`config.mk`:
```
export PLATFORM = sky130hd
export DESIGN_NAME = fused_alu
export DESIGN_NICKNAME = d
export VERILOG_FILES = /design/src/rtl/fused_alu_pkg.sv /design/src/rtl/fca_add3.sv /design/src/rtl/fca_funnel.sv /design/src/rtl/fca_exec.sv /design/src/rtl/fused_alu.sv
export SDC_FILE = /design/constraint.sdc
export NUM_CORES = 1
export LEC_CHECK = 0
export CAP_MARGIN = 20
export CORE_UTILIZATION = 32
export DETAILED_ROUTE_END_ITERATION = 16
export PLACE_DENSITY = 0.6
export SLEW_MARGIN = 20
export SYNTH_ARGS = -nofsm -noshare
export SYNTH_HDL_FRONTEND = slang
export SYNTH_SLANG_ARGS = --single-unit
export TNS_END_PERCENT = 20
```
`constraint.sdc`:
```
create_clock -name clk -period 5.95 [get_ports clk]
set_clock_uncertainty 0.2 [all_clocks]
set_input_delay 1.19 -clock clk [delete_from_list [all_inputs] [get_ports clk]]
set_output_delay 1.19 -clock clk [all_outputs]
set_load 0.005 [all_outputs]
```
`src/rtl/fused_alu_pkg.sv`:
```
package fused_alu_pkg;
  localparam int unsigned DATA_W = 32;
  localparam int unsigned OP_W   = 3;
  localparam int unsigned AMT_W  = $clog2(DATA_W);

  typedef enum logic [OP_W-1:0] {
    OP_NONE    = 3'd0,
    OP_BSEL    = 3'd1,
    OP_ADD3    = 3'd2,
    OP_FSHR    = 3'd3,
    OP_FSHR_AC = 3'd4,
    OP_ADD_ROT = 3'd5
  } op_code_e;
endpackage

```
`src/rtl/fca_add3.sv`:
```
module fca_add3 #(
  parameter int unsigned W = 32
) (
  input  logic [W-1:0] a_i,
  input  logic [W-1:0] b_i,
  input  logic [W-1:0] c_i,
  output logic [W-1:0] y_o
);
  // Modulo 2^W sum; carries beyond bit W-1 are dropped.
  always_comb y_o = a_i + b_i + c_i;
endmodule

```
`src/rtl/fca_funnel.sv`:
```
module fca_funnel #(
  parameter int unsigned W     = 32,
  parameter int unsigned AMT_W = $clog2(W)
) (
  input  logic [W-1:0]     hi_i,
  input  logic [W-1:0]     lo_i,
  input  logic [AMT_W-1:0] amt_i,
  output logic [W-1:0]     res_o
);
  logic [2*W-1:0] cat;

  always_comb begin
    cat = {hi_i, lo_i};
    for (int i = 0; i < W; i++) begin
      res_o[i] = cat[i + int'(amt_i)];
    end
  end

  always_comb begin
    if (amt_i == '0) begin
      AST_ZERO_SHIFT: assert (res_o == lo_i);
    end
    if (hi_i == lo_i) begin
      AST_SAME_ROTATE: assert (res_o == ((lo_i >> amt_i) | (lo_i << (W - int'(amt_i)))));
    end
  end
endmodule

```
`src/rtl/fca_exec.sv`:
```
module fca_exec
  import fused_alu_pkg::*;
#(
  parameter int unsigned W     = DATA_W,
  parameter int unsigned AMT_W = $clog2(W)
) (
  input  logic [OP_W-1:0]  op_i,
  input  logic [W-1:0]     dst_i,
  input  logic [W-1:0]     s1_i,
  input  logic [W-1:0]     s2_i,
  input  logic [AMT_W-1:0] amt_i,
  output logic [W-1:0]     res_o
);
  logic [W-1:0]     sum3;
  logic [W-1:0]     fun_hi, fun_lo, fun_res, acc;
  logic [AMT_W-1:0] fun_amt;
  logic             rot_sel;

  fca_add3 #(.W(W)) u_sum3 (
    .a_i(dst_i), .b_i(s1_i), .c_i(s2_i), .y_o(sum3)
  );

  // One shifter serves both the funnel forms and the rotate-after-add form;
  // a left rotate by n is a right funnel of (x, x) by (-n mod W).
  always_comb begin
    rot_sel = (op_i == OP_ADD_ROT);
    fun_hi  = rot_sel ? sum3 : s1_i;
    fun_lo  = rot_sel ? sum3 : s2_i;
    fun_amt = rot_sel ? (~amt_i + AMT_W'(1)) : amt_i;
  end

  fca_funnel #(.W(W), .AMT_W(AMT_W)) u_funnel (
    .hi_i(fun_hi), .lo_i(fun_lo), .amt_i(fun_amt), .res_o(fun_res)
  );

  fca_add3 #(.W(W)) u_acc (
    .a_i(fun_res), .b_i(dst_i), .c_i('0), .y_o(acc)
  );

  always_comb begin
    case (op_i)
      OP_BSEL:    res_o = ((dst_i ^ s1_i) & s2_i) ^ dst_i;
      OP_ADD3:    res_o = sum3;
      OP_FSHR:    res_o = fun_res;
      OP_FSHR_AC: res_o = acc;
      OP_ADD_ROT: res_o = fun_res;
      default:    res_o = '0;
    endcase
  end
endmodule

```
`src/rtl/fused_alu.sv`:
```
module fused_alu
  import fused_alu_pkg::*;
(
  input  logic                clk,
  input  logic                rst_n,
  input  logic                in_valid,
  output logic                in_ready,
  input  logic [OP_W-1:0]     in_op,
  input  logic [DATA_W-1:0]   in_dst,
  input  logic [DATA_W-1:0]   in_src1,
  input  logic [DATA_W-1:0]   in_src2,
  input  logic [AMT_W-1:0]    in_amt,
  output logic                out_valid,
  input  logic                out_ready,
  output logic [DATA_W-1:0]   out_result
);
  logic [DATA_W-1:0] exec_res;
  logic              take;

  fca_exec #(.W(DATA_W), .AMT_W(AMT_W)) u_exec (
    .op_i(in_op), .dst_i(in_dst), .s1_i(in_src1), .s2_i(in_src2),
    .amt_i(in_amt), .res_o(exec_res)
  );

  always_comb begin
    in_ready = !out_valid || out_ready;
    take     = in_valid && in_ready;
  end

  always_ff @(posedge clk or negedge rst_n) begin
    if (!rst_n) begin
      out_valid  <= 1'b0;
      out_result <= '0;
    end else begin
      if (take) begin
        out_valid  <= 1'b1;
        out_result <= exec_res;
      end else if (out_ready) begin
        out_valid  <= 1'b0;
      end
    end
  end

  AST_ACCEPT_SHOWS: assert property (@(posedge clk) disable iff (!rst_n)
    in_valid && in_ready |=> out_valid);

  AST_STALL_HOLDS: assert property (@(posedge clk) disable iff (!rst_n)
    out_valid && !out_ready |=> out_valid && $stable(out_result));

  AST_STALL_BLOCKS: assert property (@(posedge clk) disable iff (!rst_n)
    out_valid && !out_ready |-> !in_ready);

  AST_UNUSED_ZERO: assert property (@(posedge clk) disable iff (!rst_n)
    in_valid && in_ready && (in_op == 3'd0 || in_op == 3'd6 || in_op == 3'd7)
    |=> out_result == '0);

  AST_RESET_IDLE: assert property (@(posedge clk) disable iff (!rst_n)
    !$past(rst_n) |-> !out_valid && out_result == '0);
endmodule

```
==> flow_summary_export.csv <==
group,metric,value,unit
logic_synthesis,synthDominantAreaCellType,"sky130_fd_sc_hd__ha_1",
worst_setup_path,critPathRequiredTime,5.97,ns
place,routability_congestion_estimate_from_global_placement,1.065,
worst_setup_path,worst_path_dominant_cell_family,"compound AO/OA/AOI/OAI gates",
sta,setup_viol_count_final,32,
logic_synthesis,synth_simple_gate_area_frac,0.2258,
route,drt_iter0_drc,2173,
worst_setup_path,cp_launch_type,"input pin",
logic_synthesis,synthCells,2017,
cells_and_area,area.growth.synth_to_final,76.27,%
clocking,ctsRootBufferMaster,"sky130_fd_sc_hd__clkbuf_16",
sta,rsz0062_at_grt,"yes",
global_route,globalRouteOverflowTotal,0,
worst_setup_path,timing.critical_path.fanout_max,5,
global_route,wire_length_of_the_first_global_routing_pass,138.6,mm
sta,timing.final.crit_period,8.304,ns
cells_and_area,drive_gt1_frac,0.4449,
sta,slew_headroom,0.3536,
outcome,failed_checks,"negative setup slack",
logic_synthesis,yosysMostFrequentCell,"sky130_fd_sc_hd__nand2_1",
pwr,power-per-cell-area,262.6,nW/µm²
pwr,p_leak,11.48,nW
logic_synthesis,synthTopCellsByArea,"sky130_fd_sc_hd__ha_1, sky130_fd_sc_hd__nand2_1, sky130_fd_sc_hd__mux2i_1, sky130_fd_sc_hd__a21oi_1, sky130_fd_sc_hd__dfrtp_1",
clocking,worstSkewPairLatency,0.30,ns
worst_setup_path,critPathSlowestCell,"sky130_fd_sc_hd__fa_2",
logic_synthesis,synth_cell_types,98,
place,dp_worst_setup_slack,-3.390,ns
logic_synthesis,synth_sequential_area_ratio,0.05744,
place,total_half_perimeter_wirelength_after_legalization_and_detailed_placement,80.72,mm
outcome,outcome,"finished with violations",
logic_synthesis,portion_of_synthesized_cell_area_occupied_by_the_leading_cell_type,0.07050,
clocking,clock_tree_from_tritoncts,"yes",
cells_and_area,n_antenna_cell,0,
min_path,type_of_the_tightest_min_delay_check,"reg2reg",
route,drc_errors,0,
pwr,swShare,0.4923,
sta,slew_violations,0,
floorplanning,initial_util,0.3251,
clocking,cts_max_level,2,
clocking,path_clk_slew,0.06,ns
global_route,grt_max_degree,76,
sta,layout_setup_ws,-2.354,ns
global_route,grt_usage,0.4065,
route,ant_nets,0,
floorplanning,fp.coreArea,44220,µm²
logic_synthesis,async_flop_share,1.000,
logic_synthesis,dominantRegCellSynth,"sky130_fd_sc_hd__dfrtp_1",
logic_synthesis,summed_instance_area_of_the_synthesized_netlist,14380,µm²
cells_and_area,fill_cells,4176,
worst_setup_path,endpoint_kind,"flop",
clocking,clock_tree.buffer_depth,2,
floorplanning,i_o_pin_cnt,142,
route,routed_wirelength,96.28,mm
logic_synthesis,flops_latches_synth,33,
logic_synthesis,synth_top_family_by_area,"compound AO/OA/AOI/OAI gates",
worst_setup_path,worstSetupPathType,"in2reg",
route,number_of_vias_per_cell_after_detailed_routing,6.038,
clocking,clock_sink_count,33,
cells_and_area,area_of_the_multi_input_gates,14480,µm²
floorplanning,placement_rows,77,
pwr,intPower,3.379,mW
pwr,peakVddDrop,0.1486,mV
logic_synthesis,xor_xnor_share_of_the_synthesized_area,0.04839,
sta,fmax,120.4,MHz
cells_and_area,layout.nets,3226,
pwr,switching_power,3.276,mW
place,place.port_buffers,141,
route,first_pass_iters,6,
pwr,clock_power_share,0.049,
run,drv_cap,0,
route,wire_per_inst,26.77,µm
worst_setup_path,maximum_cell_stage_delay_along_the_critical_path,0.65,ns
sta,hold_violations,0,
clocking,cts_inserted_buffers,5,
logic_synthesis,synth_top_cells_by_count,"sky130_fd_sc_hd__nand2_1, sky130_fd_sc_hd__a21oi_1, sky130_fd_sc_hd__nor2_1",
logic_synthesis,post_synth_mux_area_share,0.1230,
logic_synthesis,syn_nets,2239,
logic_synthesis,synth_compound_area_frac,0.3755,
sta,fin_crit_sh,1.396,
floorplanning,die_height,214.0,µm
pwr,p_seq_frac,0.045,
floorplanning,die_area,45780,µm²
global_route,antenna_found_initial,2,
worst_setup_path,buffers_plus_inverters_on_the_worst_setup_path,5,
logic_synthesis,avg_inst_size_synth,7.128,µm²
route,num_vias,21720,
cells_and_area,final-seq-area,825.8,µm²
pwr,pwr-share-comb,0.906,
logic_synthesis,synth_warnings,0,
logic_synthesis,synth_fa_ha_area_frac,0.1164,
worst_setup_path,cp.arrival,8.32,ns
sta,tightest_slew,0.9697,ns
logic_synthesis,synth_edf_count,0,
floorplanning,fp.dieW,214.0,µm
cells_and_area,layout_utilization,0.5731,
global_route,grt_pass1_vias,20970,
power groups by stage:
stage	clock network, mW	logic, mW	registers, mW
after floorplan	0	2.40	0.295
after global placement	0	5.22	0.299
after detailed placement	0	5.25	0.300
after CTS	0.331	5.60	0.297
after global routing	0.342	6.34	0.302
final	0.329	6.03	0.298
state kept, by name (all words and copies together) (netlist names):
signal / flops
out_result: 32
out_valid: 1
routing by layer:
layer	global-route usage	wire length (µm)	vias to the layer above
li1	-	-	9784
met1	0.5293	39620	10520
met2	0.6109	40440	1148
met3	0.05501	7581	261
met4	0.3034	8554	4
met5	0	92	-
per-stage QoR:
step	TNS [ns]	hold WS, ns	total power, mW	cell area (µm²)	instances
floorplan	-38.80	0.2908	2.696	14580	2017
global placement	-89.91	0.2975	5.520	23160	3537
detailed placement	-94.56	0.2948	5.551	23160	3537
CTS	-56.95	0.3137	6.225	24420	3569
global route	-66.76	0.3404	6.981	25340	3597
finish	-59.18	0.3078	6.655	25340	3597
repair_timing:
item,in CTS,in global routing
hold endpoints to repair,0,0
endpoints found under the setup margin,32,32
buffers inserted,25,28
pin swaps,94,88
resized for setup,267,181
hold buffers,0,0
kinds of logic (layout without fill, tap and decap cells):
logic type,count (synthesis),in the layout
AO/OA/AOI/OAI,767,767
AND/OR/NAND/NOR,699,699
adder cells (fa/ha/maj),114,114
multiplexers,140,140
XOR/XNOR,76,76
buffers and inverters,188,1176
flip-flops,33,33
path summary, 6_finish.rpt:
path                                       startpoint                         end  slack (ns)  depth (start not counted)
max                                       in_src1[13]  out_result[29]$_DFFE_PN0P_       -2.35                         30
min in group asynchronous                       rst_n  out_result[18]$_DFFE_PN0P_        0.79                          1
min                        out_result[17]$_DFFE_PN0P_  out_result[17]$_DFFE_PN0P_        0.31                          1
min reg2reg                out_result[17]$_DFFE_PN0P_  out_result[17]$_DFFE_PN0P_        0.31                          1
max in group asynchronous                       rst_n  out_result[29]$_DFFE_PN0P_        4.23                          1
max reg2reg                     out_valid$_DFFE_PN0P_   out_result[8]$_DFFE_PN0P_        3.15                          7
cell type report:
cell class / count / area share
multi-input combinational: 1796 / 0.5713
timing repair buffer: 1112 / 0.3511
sequential: 33 / 0.03259
tap: 592 / 0.02923
inverter: 56 / 0.008937
clock buffer: 7 / 0.005629
clock inverter: 1 / 0.001185
cells in the final DEF (no fill, tap or decap), types with 34 or more instances in the layout:
master                              n
sky130_fd_sc_hd__mux2i_1           83
sky130_fd_sc_hd__o21ai_0           64
sky130_fd_sc_hd__inv_1             45
sky130_fd_sc_hd__nand3_1           69
sky130_fd_sc_hd__buf_4            934
sky130_fd_sc_hd__nor3_1            38
sky130_fd_sc_hd__a31oi_1           39
sky130_fd_sc_hd__a211oi_1          43
sky130_fd_sc_hd__clkdlybuf4s50_1   66
sky130_fd_sc_hd__a21o_1            34
sky130_fd_sc_hd__nor2_1           140
sky130_fd_sc_hd__a21oi_1          136
sky130_fd_sc_hd__ha_1              46
sky130_fd_sc_hd__nand2_1          259
sky130_fd_sc_hd__xnor2_1           53
sky130_fd_sc_hd__o211ai_1          39
sky130_fd_sc_hd__dlygate4sd2_1     39
No activity file was read; power rests on OpenSTA's default activity.
